$ cat config.mk
export PLATFORM = sky130hd
export DESIGN_NAME = rx_desc_dma
export DESIGN_NICKNAME = d
export VERILOG_FILES = /design/src/rtl/rx_desc_dma_pkg.sv /design/src/rtl/rx_desc_dma_regs.sv /design/src/rtl/rx_desc_dma_ring.sv /design/src/rtl/rx_desc_dma_hash.sv /design/src/rtl/rx_desc_dma.sv
export SDC_FILE = /design/constraint.sdc
export NUM_CORES = 1
export LEC_CHECK = 0
export BUFFER_PORTS_ARGS = -buffer_cell sky130_fd_sc_hd__buf_2
export CAP_MARGIN = 20
export CORE_UTILIZATION = 35
export CTS_CLUSTER_DIAMETER = 30
export DETAILED_ROUTE_END_ITERATION = 16
export PLACE_DENSITY = 0.59
export RECOVER_POWER = 50
export SETUP_SLACK_MARGIN = 0.4
export SYNTH_ARGS = -nofsm -noshare
export SYNTH_HDL_FRONTEND = slang
export SYNTH_SLANG_ARGS = --single-unit
$ cat constraint.sdc
create_clock -name clk -period 13.3 [get_ports clk]
set_input_delay 1.33 -clock clk [delete_from_list [all_inputs] [get_ports clk]]
set_output_delay 1.33 -clock clk [all_outputs]
set_load 0.01 [all_outputs]
$ cat src/rtl/rx_desc_dma_pkg.sv
package rx_desc_dma_pkg;

    localparam int SIZE_W   = 11;
    localparam int LAST_BIT = 30;
    localparam int OVF_BIT  = 31;
    localparam int IRQ_BIT  = 31;
    localparam int ADDR_BYTES = 12;

    localparam logic [2:0] REG_DESC_BASE = 3'd0;
    localparam logic [2:0] REG_STAT_BASE = 3'd1;
    localparam logic [2:0] REG_RING_LEN  = 3'd2;
    localparam logic [2:0] REG_CONSUME   = 3'd3;
    localparam logic [2:0] REG_CONTROL   = 3'd4;

    typedef enum logic [3:0] {
        ST_IDLE,
        ST_RD_PTR,
        ST_RD_CTRL,
        ST_LATCH,
        ST_DATA,
        ST_WR_INFO,
        ST_WR_HASH,
        ST_ADVANCE,
        ST_DROP
    } dma_state_e;

    typedef struct packed {
        logic              irq_req;
        logic [SIZE_W-1:0] size_m1;
    } desc_ctrl_t;

    typedef struct packed {
        logic              ovf;
        logic              last;
        logic [SIZE_W-1:0] len_m1;
    } frag_info_t;

    function automatic logic [31:0] crc32_byte(input logic [31:0] crc_in,
                                               input logic [7:0]  data);
        logic [31:0] c;
        c = crc_in ^ {24'd0, data};
        for (int b = 0; b < 8; b++) begin
            c = c[0] ? ((c >> 1) ^ 32'hEDB8_8320) : (c >> 1);
        end
        return c;
    endfunction

    function automatic logic [31:0] info_word(input frag_info_t fi);
        logic [31:0] w;
        w = '0;
        w[SIZE_W-1:0] = fi.len_m1;
        w[LAST_BIT]   = fi.last;
        w[OVF_BIT]    = fi.ovf;
        return w;
    endfunction

    function automatic logic [31:0] pack_hash(input logic [8:0] dst9,
                                              input logic [8:0] src9);
        return {7'd0, dst9, 7'd0, src9};
    endfunction

endpackage

$ cat src/rtl/rx_desc_dma_regs.sv
module rx_desc_dma_regs
    import rx_desc_dma_pkg::*;
#(
    parameter int ADDR_W = 32,
    parameter int IDX_W  = 8
) (
    input  logic              clk,
    input  logic              rst,
    input  logic              reg_we,
    input  logic [2:0]        reg_addr,
    input  logic [31:0]       reg_wdata,
    output logic [ADDR_W-1:0] desc_base,
    output logic [ADDR_W-1:0] stat_base,
    output logic [IDX_W-1:0]  ring_len,
    output logic [IDX_W-1:0]  consume_idx,
    output logic              engine_en,
    output logic              ovf_clr
);

    always_ff @(posedge clk) begin
        if (rst) begin
            desc_base   <= '0;
            stat_base   <= '0;
            ring_len    <= '0;
            consume_idx <= '0;
            engine_en   <= 1'b0;
        end else if (reg_we) begin
            case (reg_addr)
                REG_DESC_BASE: desc_base   <= reg_wdata[ADDR_W-1:0];
                REG_STAT_BASE: stat_base   <= reg_wdata[ADDR_W-1:0];
                REG_RING_LEN:  ring_len    <= reg_wdata[IDX_W-1:0];
                REG_CONSUME:   consume_idx <= reg_wdata[IDX_W-1:0];
                REG_CONTROL:   engine_en   <= reg_wdata[0];
                default: ;
            endcase
        end
    end

    assign ovf_clr = reg_we && (reg_addr == REG_CONTROL) && reg_wdata[1];

endmodule

$ cat src/rtl/rx_desc_dma_ring.sv
module rx_desc_dma_ring #(
    parameter int IDX_W = 8
) (
    input  logic             clk,
    input  logic             rst,
    input  logic             advance,
    input  logic [IDX_W-1:0] ring_len,
    input  logic [IDX_W-1:0] consume_idx,
    output logic [IDX_W-1:0] produce_idx,
    output logic             full_now,
    output logic             full_after
);

    localparam logic [IDX_W-1:0] ONE = IDX_W'(1);

    logic [IDX_W-1:0] produce_q;
    logic [IDX_W-1:0] next1;
    logic [IDX_W-1:0] next2;

    function automatic logic [IDX_W-1:0] wrap_inc(input logic [IDX_W-1:0] idx,
                                                  input logic [IDX_W-1:0] len);
        return (idx >= len - ONE) ? '0 : idx + ONE;
    endfunction

    assign next1 = wrap_inc(produce_q, ring_len);
    assign next2 = wrap_inc(next1, ring_len);

    always_ff @(posedge clk) begin
        if (rst) begin
            produce_q <= '0;
        end else if (advance) begin
            produce_q <= next1;
        end
    end

    assign produce_idx = produce_q;
    assign full_now    = (next1 == consume_idx);
    assign full_after  = (next2 == consume_idx);

endmodule

$ cat src/rtl/rx_desc_dma_hash.sv
module rx_desc_dma_hash
    import rx_desc_dma_pkg::*;
(
    input  logic        clk,
    input  logic        rst,
    input  logic        frame_start,
    input  logic        byte_vld,
    input  logic [7:0]  byte_data,
    output logic [31:0] hash_word
);

    logic [3:0]  pos_q;
    logic [31:0] dst_crc_q;
    logic [31:0] src_crc_q;
    logic        done;

    assign done = (pos_q == 4'(ADDR_BYTES));

    always_ff @(posedge clk) begin
        if (rst || frame_start) begin
            pos_q     <= '0;
            dst_crc_q <= '1;
            src_crc_q <= '1;
        end else if (byte_vld && !done) begin
            if (pos_q < 4'(ADDR_BYTES / 2)) begin
                dst_crc_q <= crc32_byte(dst_crc_q, byte_data);
            end else begin
                src_crc_q <= crc32_byte(src_crc_q, byte_data);
            end
            pos_q <= pos_q + 4'd1;
        end
    end

    assign hash_word = done ? pack_hash(~dst_crc_q[8:0], ~src_crc_q[8:0]) : '0;

endmodule

$ cat src/rtl/rx_desc_dma.sv
module rx_desc_dma
    import rx_desc_dma_pkg::*;
#(
    parameter int ADDR_W = 32,
    parameter int IDX_W  = 8
) (
    input  logic              clk,
    input  logic              rst,
    input  logic              in_valid,
    input  logic [7:0]        in_data,
    input  logic              in_last,
    output logic              in_ready,
    output logic              mem_en,
    output logic              mem_we,
    output logic [ADDR_W-1:0] mem_addr,
    output logic [3:0]        mem_be,
    output logic [31:0]       mem_wdata,
    input  logic [31:0]       mem_rdata,
    input  logic              reg_we,
    input  logic [2:0]        reg_addr,
    input  logic [31:0]       reg_wdata,
    output logic [IDX_W-1:0]  produce_idx,
    output logic              rx_done_irq,
    output logic              overflow
);

    localparam logic [ADDR_W-1:0] WORD_OFS = ADDR_W'(4);

    logic [ADDR_W-1:0] desc_base;
    logic [ADDR_W-1:0] stat_base;
    logic [IDX_W-1:0]  ring_len;
    logic [IDX_W-1:0]  consume_idx;
    logic              engine_en;
    logic              ovf_clr;
    logic              full_now;
    logic              full_after;
    logic              advance;
    logic [31:0]       hash_w;

    dma_state_e        state_q, state_d;
    logic [ADDR_W-1:0] buf_ptr_q;
    desc_ctrl_t        ctrl_q;
    frag_info_t        info_q;
    logic [SIZE_W-1:0] byte_cnt_q;
    logic              overflow_q;

    logic              byte_acc;
    logic              close_frag;
    logic              ovf_set;
    logic              frame_start;
    logic [ADDR_W-1:0] desc_slot;
    logic [ADDR_W-1:0] stat_slot;

    rx_desc_dma_regs #(.ADDR_W(ADDR_W), .IDX_W(IDX_W)) u_regs (
        .clk         (clk),
        .rst         (rst),
        .reg_we      (reg_we),
        .reg_addr    (reg_addr),
        .reg_wdata   (reg_wdata),
        .desc_base   (desc_base),
        .stat_base   (stat_base),
        .ring_len    (ring_len),
        .consume_idx (consume_idx),
        .engine_en   (engine_en),
        .ovf_clr     (ovf_clr)
    );

    rx_desc_dma_ring #(.IDX_W(IDX_W)) u_ring (
        .clk         (clk),
        .rst         (rst),
        .advance     (advance),
        .ring_len    (ring_len),
        .consume_idx (consume_idx),
        .produce_idx (produce_idx),
        .full_now    (full_now),
        .full_after  (full_after)
    );

    rx_desc_dma_hash u_hash (
        .clk         (clk),
        .rst         (rst),
        .frame_start (frame_start),
        .byte_vld    (byte_acc),
        .byte_data   (in_data),
        .hash_word   (hash_w)
    );

    assign desc_slot  = desc_base + ADDR_W'({produce_idx, 3'b000});
    assign stat_slot  = stat_base + ADDR_W'({produce_idx, 3'b000});
    assign byte_acc   = (state_q == ST_DATA) && in_valid;
    assign close_frag = byte_acc && (in_last || (byte_cnt_q == ctrl_q.size_m1));

    // Next state and per-cycle events
    always_comb begin
        state_d     = state_q;
        ovf_set     = 1'b0;
        frame_start = 1'b0;
        case (state_q)
            ST_IDLE: begin
                if (engine_en && in_valid) begin
                    if (full_now) begin
                        ovf_set = 1'b1;
                        state_d = ST_DROP;
                    end else begin
                        frame_start = 1'b1;
                        state_d     = ST_RD_PTR;
                    end
                end
            end
            ST_RD_PTR:  state_d = ST_RD_CTRL;
            ST_RD_CTRL: state_d = ST_LATCH;
            ST_LATCH:   state_d = ST_DATA;
            ST_DATA: begin
                if (close_frag) state_d = ST_WR_INFO;
            end
            ST_WR_INFO: state_d = ST_WR_HASH;
            ST_WR_HASH: state_d = ST_ADVANCE;
            ST_ADVANCE: begin
                if (info_q.last) begin
                    state_d = ST_IDLE;
                end else if (info_q.ovf) begin
                    ovf_set = 1'b1;
                    state_d = ST_DROP;
                end else begin
                    state_d = ST_RD_PTR;
                end
            end
            ST_DROP: begin
                if (in_valid && in_last) state_d = ST_IDLE;
            end
            default: state_d = ST_IDLE;
        endcase
    end

    // Memory port and stream handshake
    always_comb begin
        mem_en    = 1'b0;
        mem_we    = 1'b0;
        mem_addr  = '0;
        mem_be    = '0;
        mem_wdata = '0;
        in_ready  = 1'b0;
        advance   = 1'b0;
        case (state_q)
            ST_RD_PTR: begin
                mem_en   = 1'b1;
                mem_addr = desc_slot;
            end
            ST_RD_CTRL: begin
                mem_en   = 1'b1;
                mem_addr = desc_slot + WORD_OFS;
            end
            ST_DATA: begin
                in_ready = 1'b1;
                if (in_valid) begin
                    mem_en    = 1'b1;
                    mem_we    = 1'b1;
                    mem_addr  = {buf_ptr_q[ADDR_W-1:2], 2'b00};
                    mem_be    = 4'b0001 << buf_ptr_q[1:0];
                    mem_wdata = {4{in_data}};
                end
            end
            ST_WR_INFO: begin
                mem_en    = 1'b1;
                mem_we    = 1'b1;
                mem_addr  = stat_slot;
                mem_be    = 4'hF;
                mem_wdata = info_word(info_q);
            end
            ST_WR_HASH: begin
                mem_en    = 1'b1;
                mem_we    = 1'b1;
                mem_addr  = stat_slot + WORD_OFS;
                mem_be    = 4'hF;
                mem_wdata = hash_w;
            end
            ST_ADVANCE: advance  = 1'b1;
            ST_DROP:    in_ready = 1'b1;
            default: ;
        endcase
    end

    always_ff @(posedge clk) begin
        if (rst) begin
            state_q    <= ST_IDLE;
            buf_ptr_q  <= '0;
            ctrl_q     <= '0;
            info_q     <= '0;
            byte_cnt_q <= '0;
            overflow_q <= 1'b0;
        end else begin
            state_q <= state_d;
            if (ovf_set) begin
                overflow_q <= 1'b1;
            end else if (ovf_clr) begin
                overflow_q <= 1'b0;
            end
            if (state_q == ST_RD_CTRL) begin
                buf_ptr_q <= mem_rdata[ADDR_W-1:0];
            end
            if (state_q == ST_LATCH) begin
                ctrl_q.irq_req <= mem_rdata[IRQ_BIT];
                ctrl_q.size_m1 <= mem_rdata[SIZE_W-1:0];
                byte_cnt_q     <= '0;
            end
            if (byte_acc) begin
                buf_ptr_q  <= buf_ptr_q + ADDR_W'(1);
                byte_cnt_q <= byte_cnt_q + SIZE_W'(1);
            end
            if (close_frag) begin
                info_q.len_m1 <= byte_cnt_q;
                info_q.last   <= in_last;
                info_q.ovf    <= !in_last && full_after;
            end
        end
    end

    assign rx_done_irq = (state_q == ST_ADVANCE) && ctrl_q.irq_req;
    assign overflow    = overflow_q;

endmodule

==> summary.txt, run 1 <==
GRT
  • Initial antenna violation count: 1
  • Pin count of the biggest net entering global routing: 93
  • GRT overflow: 0
  • First-pass GRT wire length: 79,850 um
  • Vias in the first global route: 14,440
  • Overall global routing resource usage: 0.2277

Cells and area
  • Layout Nets: 2,235
  • Area Overhead vs Synth: 23.51%
  • Antenna Cells: 0
  • Layout cells sized above 1: 0.1572
  • Final non-filler cell total: 2,748

Setup path
  • Cell family with most CP delay: buffers and inverters
  • WP data arrival: 7.35 ns
  • Slowest stage delay, CP: 2.85 ns
  • Crit-path slowest cell: clkbuf_1
  • Required @ worst endpoint: 13.77 ns
  • Crit Path Class: input port to flop
  • CP Capture Type: flop
  • Crit start category: input port
  • CP cell instances: clkbuf_1 -> clkbuf_1 -> nor4_1 -> nand2_1 -> nor3_1 -> a31o_1
  • Crit path max fanout: 92
  • Critical path buffer and inverter count: 2
  • Cell mode on critical path: clkbuf_1

Floorplanning
  • Die width: 211.5 um
  • Die Area: 44,710 sq um
  • Initial core utilization: 0.3557
  • Core area: 43,170 sq um
  • IO Count: 161
  • Site Rows: 76
  • Die H: 211.5 um

Route
  • Initial drt markers: 1,009
  • DRT antenna net count: 0
  • Initial DRT Pass Iterations: 7
  • Via count: 15,010
  • WL/cell: 18.68 um
  • Drt total wl: 51,320 um
  • Avg Vias per Cell: 5.461
  • DRC: 0

Yosys
  • Post-synthesis async set-or-reset flop share: 0
  • Synth Net Count: 2,108
  • Proportion of netlist area held by the largest area contributor: 0.2999
  • Seq cells post-synth: 230
  • Post-synth EDFFs: 0
  • Post-synth top flop: dfxtp_1
  • Largest cells by area after synthesis: dfxtp_1 (30%), nand2_1 (9.1%), xnor2_1 (8.3%), xor2_1 (6.0%), a21oi_1 (5.8%)
  • Post-Syn Instances: 1,984
  • Syn avg cell area: 7.739 sq um
  • Cell with the most instances after synthesis: nand2_1
  • Commonest cells in the netlist: nand2_1 (374), dfxtp_1 (230), a21oi_1 (177), xnor2_1 (146), nor2_1 (128)
  • Cell variety after synth: 103
  • Seq/Total Area, Yosys: 0.2999
  • Area leader, netlist: dfxtp_1
  • Total number of yosys warnings: 0
  • Mapped Area: 15,350 sq um

Status
  • Failing checks: max-capacitance violations, max-slew violations
  • Status: finished, violations left

Power and ir drop
  • Total leakage power: 7.460 nW
  • Pwr/cell area: 142.4 nW/um^2
  • Int Power: 2.007 mW
  • Switching Share: 0.2570
  • Psw: 0.6942 mW
  • Design Power: 2.701 mW
  • Seq pwr share: 0.280
  • Clock share of power: 0.616
  • Worst vdd ir: 0.09699 mV
  • Logic pwr share: 0.104

STA
  • Slew Viols, Final: 171
  • Total negative slack: 0 ns
  • Clock Skews: 0.04250 ns
  • Final worst-path setup slack: 6.420 ns
  • Setup repair after global routing missed its margin: no
  • Final setup viols: 0
  • Fin crit share: 0.5173
  • Relative slew slack: -1.581
  • Hold Vio Cnt, Final: 0
  • Slew of the pin with the lowest slew margin: 3.871 ns
  • Period minus WS final: 6.880 ns
  • Fmax: 0.1453 GHz

Place
  • Placement Setup Slack: 8.023 ns
  • Port-buffer cells: 160
  • Placed Cells: 2,623
  • Detailed placement HPWL: 37,080 um
  • GPL Wtd Cong: 0.9146

CTS
  • Latest clock arrival within the worst-skew pair: 0.58 ns
  • Clock sink count: 230
  • H-tree depth: 3
  • CTS max path bufs: 3
  • CTS tree: done
  • Total CTS buffers: 67
  • Cts repair resizes: 0
  • CTS Root Cell: clkbuf_16
  • Hold Buf Count CTS: 0
  • Worst-path clk slew: 0.04 ns
  • Setup bufs post-CTS: 0

Min path
  • Hold crit path type: flop to flop

Job
  • Number of max-cap violations: 2
==> per-layer routing <==
metal	wire, um	track usage	vias to the layer above
li1	-	-	7315
met1	22190	0.2835	7122
met2	24570	0.3845	465
met3	2776	0.04169	103
met4	1774	0.09445	2
met5	11	0	-
==> layout make-up <==
| type | instances | area (sq um) |
|---|---|---|
| multi-input cells | 1598 | 10160 |
| clock buffers | 90 | 1924 |
| repair buffers | 178 | 952.2 |
| fillers | 4367 | 24210 |
| inverters | 36 | 135.1 |
| clock inverters | 31 | 451.7 |
| well taps | 585 | 732.0 |
| flip-flops and latches | 230 | 4604 |
==> cell usage in the layout (no fill, tap or decap), types with 11 or more instances in the layout <==
| cell | instances |
|---|---|
| clkbuf_1 | 22 |
| clkbuf_8 | 14 |
| clkinv_2 | 14 |
| clkbuf_16 | 68 |
| xnor2_1 | 146 |
| nor3_1 | 57 |
| a221oi_1 | 14 |
| nand4_1 | 29 |
| o22ai_1 | 12 |
| nor4_1 | 11 |
| a21oi_1 | 177 |
| a31oi_1 | 17 |
| dfxtp_1 | 230 |
| inv_1 | 36 |
| and3_1 | 22 |
| nand3_1 | 50 |
| buf_2 | 147 |
| xor2_1 | 106 |
| ha_1 | 42 |
| buf_4 | 13 |
| nor2_1 | 125 |
| o21ai_0 | 76 |
| mux2i_1 | 31 |
| o211ai_1 | 91 |
| and2_1 | 12 |
| nand2_1 | 373 |
==> sequential cells by signal, indices dropped and copies added (netlist names) <==
signal and count:
u_hash.dst_crc_q 32, u_hash.src_crc_q 32, byte_cnt_q 11, state_q 4, ctrl_q 12, u_regs.desc_base 32, info_q 13, u_regs.ring_len 8
overflow 1, u_regs.stat_base 32, u_ring.produce_idx 8, u_regs.engine_en 1, buf_ptr_q 32, u_regs.consume_idx 8, u_hash.pos_q 4
==> power groups by stage <==
stage | combinational [mW] | sequential (mW) | clock (mW)
2_1_floorplan | 0.210 | 0.746 | 0
3_3_place_gp | 0.275 | 0.766 | 0
3_5_place_dp | 0.278 | 0.767 | 0
4_1_cts | 0.281 | 0.755 | 1.69
5_1_grt | 0.309 | 0.760 | 1.74
6_report | 0.282 | 0.756 | 1.66
==> worst min-delay path, cell delays in order, from the launching register on <==
cell and delay (ns):
dfxtp_1 0.30, nand2_1 0.05, a21oi_1 0.05
==> cell families (layout without fill, tap and decap cells) <==
family | after synthesis | after routing | share of synthesized area
compound gates | 491 | 491 | 0.2092
xor+xnor | 256 | 256 | 0.1488
fa+ha+maj | 46 | 46 | 0.03822
buf+inv | 156 | 335 | 0.04001
flops | 230 | 230 | 0.2999
mux | 38 | 38 | 0.02730
simple gates | 767 | 767 | 0.2366
==> through the flow <==
| step | cell area, sq um | utilization | hold slack, ns |
|---|---|---|---|
| 2_1_floorplan | 15350 | - | 0.4357 |
| 3_3_place_gp | 16540 | 0.3832 | 0.4462 |
| 3_5_place_dp | 16540 | 0.3832 | 0.4544 |
| 4_1_cts | 18920 | 0.4383 | 0.4601 |
| 5_1_grt | 18960 | 0.4393 | 0.4860 |
| 6_report | 18960 | 0.4393 | 0.4571 |
==> final timing paths <==
check	startpoint	to	slack (ns)	cells past startpoint
worst max-delay path	rst	info_q[12]$_SDFFE_PP0P_	6.42	6
worst min-delay path	u_regs.desc_base[0]$_SDFFE_PP0P_	u_regs.desc_base[0]$_SDFFE_PP0P_	0.46	2
worst max register to register	u_regs.ring_len[0]$_SDFFE_PP0P_	info_q[12]$_SDFFE_PP0P_	8.39	21
worst min register to register	u_regs.desc_base[0]$_SDFFE_PP0P_	u_regs.desc_base[0]$_SDFFE_PP0P_	0.46	2
Power figures use the tool's default switching activity.
==> run 2: changes to the inputs <==
--- a/config.mk
+++ b/config.mk
@@ -5,12 +5,13 @@
 export SDC_FILE = /design/constraint.sdc
 export NUM_CORES = 1
 export LEC_CHECK = 0
+export ABC_AREA = 1
 export BUFFER_PORTS_ARGS = -buffer_cell sky130_fd_sc_hd__buf_2
 export CAP_MARGIN = 20
 export CORE_UTILIZATION = 35
 export CTS_CLUSTER_DIAMETER = 30
 export DETAILED_ROUTE_END_ITERATION = 16
-export PLACE_DENSITY = 0.59
+export PLACE_DENSITY = 0.61
 export RECOVER_POWER = 50
 export SETUP_SLACK_MARGIN = 0.4
 export SYNTH_ARGS = -nofsm -noshare
==> constraint.sdc (replaced) <==
create_clock -name clk -period 6.09 [get_ports clk]
set_input_delay 0.609 -clock clk [delete_from_list [all_inputs] [get_ports clk]]
set_output_delay 0.609 -clock clk [all_outputs]
set_load 0.01 [all_outputs]
==> run 2 against run 1 <==
Against the previous run: the flow still finishes with violations (max-capacitance violations, max-slew violations); die area up 5.0%; clock skew down 0.027 ns; via count up 15%; clock power up 130%; first-iteration DRC count up 21%; synthesized area up 5.1%; synthesized cell count up 23%; global-route usage up 1.8 points; sequential share of layout area down 0.97 points; combinational power up 120%; routed wire length up 14%; critical path type unchanged.
==> summary.txt, run 2 <==
STA
  • Relative slew slack: -0.6082
  • Setup repair after global routing missed its margin: no
  • Period minus WS final: 5.586 ns
  • Clock Skews: 0.01554 ns
  • Slew Viols, Final: 94
  • Total negative slack: 0 ns
  • Slew of the pin with the lowest slew margin: 2.399 ns
  • Final worst-path setup slack: 0.5039 ns
  • Fin crit share: 0.9173
  • Fmax: 0.1790 GHz
  • Final setup viols: 0
  • Hold Vio Cnt, Final: 0

Setup path
  • Crit start category: input port
  • Critical path buffer and inverter count: 3
  • CP Capture Type: flop
  • Cell family with most CP delay: buffers and inverters
  • R2R Path End: info_q[12]$_SDFFE_PP0P_
  • CP cell instances: clkbuf_1 -> clkinvlp_2 -> buf_2 -> o21ai_0 -> a21oi_1
  • Worst R2R Path Depth: 25
  • Worst r2r src: u_regs.ring_len[0]$_SDFFE_PP0P_
  • Slowest stage delay, CP: 2.60 ns
  • Reg-to-reg slack, setup: 1.57 ns
  • Crit-path slowest cell: clkinvlp_2
  • Crit Path Class: input port to flop
  • WP data arrival: 6.06 ns
  • Critical path depth: 5
  • Required @ worst endpoint: 6.56 ns
  • Crit path max fanout: 81

Power and ir drop
  • Worst vdd ir: 0.1705 mV
  • Pwr/cell area: 308.0 nW/um^2
  • Total leakage power: 8.638 nW
  • Design Power: 6.083 mW

Cells and area
  • Most frequent cells in the layout: nand2_1 (477), nor2_1 (267), inv_1 (264), dfxtp_1 (230), o21ai_0 (203)
  • Layout cells sized above 1: 0.1332
  • Area Overhead vs Synth: 22.45%
  • Layout Nets: 2,696
  • Design area: 19,750 sq um
  • Antenna Cells: 0
  • Commonest non-fill, non-tap cell in the layout: nand2_1

GRT
  • Overall global routing resource usage: 0.2458
  • Vias in the first global route: 16,050
  • First-pass GRT wire length: 90,140 um
  • GRT overflow: 0
  • Pin count of the biggest net entering global routing: 82
  • Initial antenna violation count: 0

Route
  • WL/cell: 18.24 um
  • DRC: 0
  • Drt total wl: 58,760 um
  • Avg Vias per Cell: 5.343
  • DRT antenna net count: 0
  • Initial DRT Pass Iterations: 6
  • Via count: 17,210
  • Initial drt markers: 1,220

Floorplanning
  • IO Count: 161
  • Die H: 216.7 um
  • Core area: 45,380 sq um
  • Initial core utilization: 0.3555
  • Site Rows: 78
  • Die width: 216.7 um
  • Die Area: 46,950 sq um

Place
  • Placement Setup Slack: 1.450 ns
  • GPL Wtd Cong: 0.9771
  • Detailed placement HPWL: 43,640 um
  • Port-buffer cells: 160
  • Placed Area: 17,320 sq um

Status
  • Failing checks: max-capacitance violations, max-slew violations
  • Status: finished, violations left

CTS
  • Cts repair resizes: 0
  • Latest clock arrival within the worst-skew pair: 0.60 ns
  • H-tree depth: 3
  • CTS max path bufs: 3
  • Clock sink count: 230
  • Total CTS buffers: 66
  • Worst-path clk slew: 0.04 ns
  • CTS Root Cell: clkbuf_16
  • CTS tree: done
  • Setup bufs post-CTS: 0
  • Hold Buf Count CTS: 0

Yosys
  • Post-Synth XOR/XNOR Area: 0.1066
  • Post-synthesis mux area share: 0
  • Total number of yosys warnings: 0
  • Simple-gate share of the synthesized area: 0.2916
  • Post-synth top flop: dfxtp_1
  • Area leader, netlist: dfxtp_1
  • Syn avg cell area: 6.628 sq um
  • Cell with the most instances after synthesis: nand2_1
  • Cell variety after synth: 62
  • Post-synthesis async set-or-reset flop share: 0
  • Seq/Total Area, Yosys: 0.2854
  • Proportion of netlist area held by the largest area contributor: 0.2854
  • Synth Net Count: 2,558
  • Largest cells by area after synthesis: dfxtp_1 (29%), nand2_1 (11%), xor2_1 (6.9%), o21ai_0 (6.3%), nor2_1 (6.2%)
  • Post-Synth Adder-Cell Area: 0.03506
  • Commonest cells in the netlist: nand2_1 (477), nor2_1 (266), inv_1 (265), dfxtp_1 (230), o21ai_0 (203)
  • Post-synth EDFFs: 0
  • Compound-gate portion of the synthesized area: 0.1865
  • Mapped Area: 16,130 sq um
  • Seq cells post-synth: 230
  • Main combinational cell family by area after synthesis: simple AND/OR/NAND/NOR gates
  • Post-Syn Instances: 2,434

Min path
  • WHS Endpoint: u_regs.stat_base[31]$_SDFFE_PP0P_
  • Worst Hold Depth: 3
  • HP Start: reg_wdata[31]
  • Hold crit path type: input port to flop

Job
  • Number of max-cap violations: 2
## run 2: worst reg2reg max path, delay by kind of cell, from the launching register on
kind	cells	cell delay, ns
adder cells (fa/ha/maj)	2	0.56
AND/OR/NAND/NOR	15	1.73
buffers and inverters	2	0.50
AO/OA/AOI/OAI	4	1.02
XOR/XNOR	2	0.33
flip-flops	1	0.29
## run 2: report_power, final
group	total [mW]	internal, mW	switching (mW)
Clock	3.83	2.69	1.13
Combinational	0.614	0.194	0.420
Sequential	1.64	1.58	0.0629
Total	6.08	4.47	1.62
## run 2: worst max-delay path by stage
stage | slack, ns | to | startpoint
after floorplan | 2.32 | info_q[12]$_SDFFE_PP0P_ | u_regs.ring_len[0]$_SDFFE_PP0P_
after global placement | 1.50 | mem_addr[18] | state_q[0]$_SDFFE_PP0P_
after detailed placement | 1.45 | mem_addr[20] | state_q[0]$_SDFFE_PP0P_
after CTS | 0.81 | mem_addr[20] | state_q[0]$_SDFFE_PP0P_
after global routing | 0.32 | u_regs.desc_base[17]$_SDFFE_PP0P_ | rst
final | 0.50 | u_regs.stat_base[29]$_SDFFE_PP0P_ | rst
## run 2: per-layer routing
layer | share of wire | GRT usage
met5 | 0 | 0
met4 | 0.027 | 0.08592
met3 | 0.068 | 0.04940
met2 | 0.44 | 0.3828
met1 | 0.46 | 0.3352
## run 2: through the flow
stage,utilization,std cells,hold WS (ns)
final,0.4353,3221,0.2424
after global routing,0.4353,3221,0.2399
after CTS,0.4358,3220,0.2269
after detailed placement,0.3817,3103,0.4463
after global placement,0.3817,3103,0.4359
after floorplan,-,2434,0.4238
## run 2: final cells by class
cell class	instances	area [sq um]
fill	4681	25630
multi-input combinational	1815	9996
sequential	230	4604
clock buffer	78	1747
inverter	286	1075
timing repair buffer	173	872.1
tap	600	750.7
clock inverter	39	709.4
## run 2: cell families (layout without fill, tap and decap cells)
family          count (synthesis)  in the layout
fa+ha+maj                      44             44
xor+xnor                      192            192
buf+inv                       389            576
flops                         230            230
simple gates                 1075           1075
compound gates                504            504
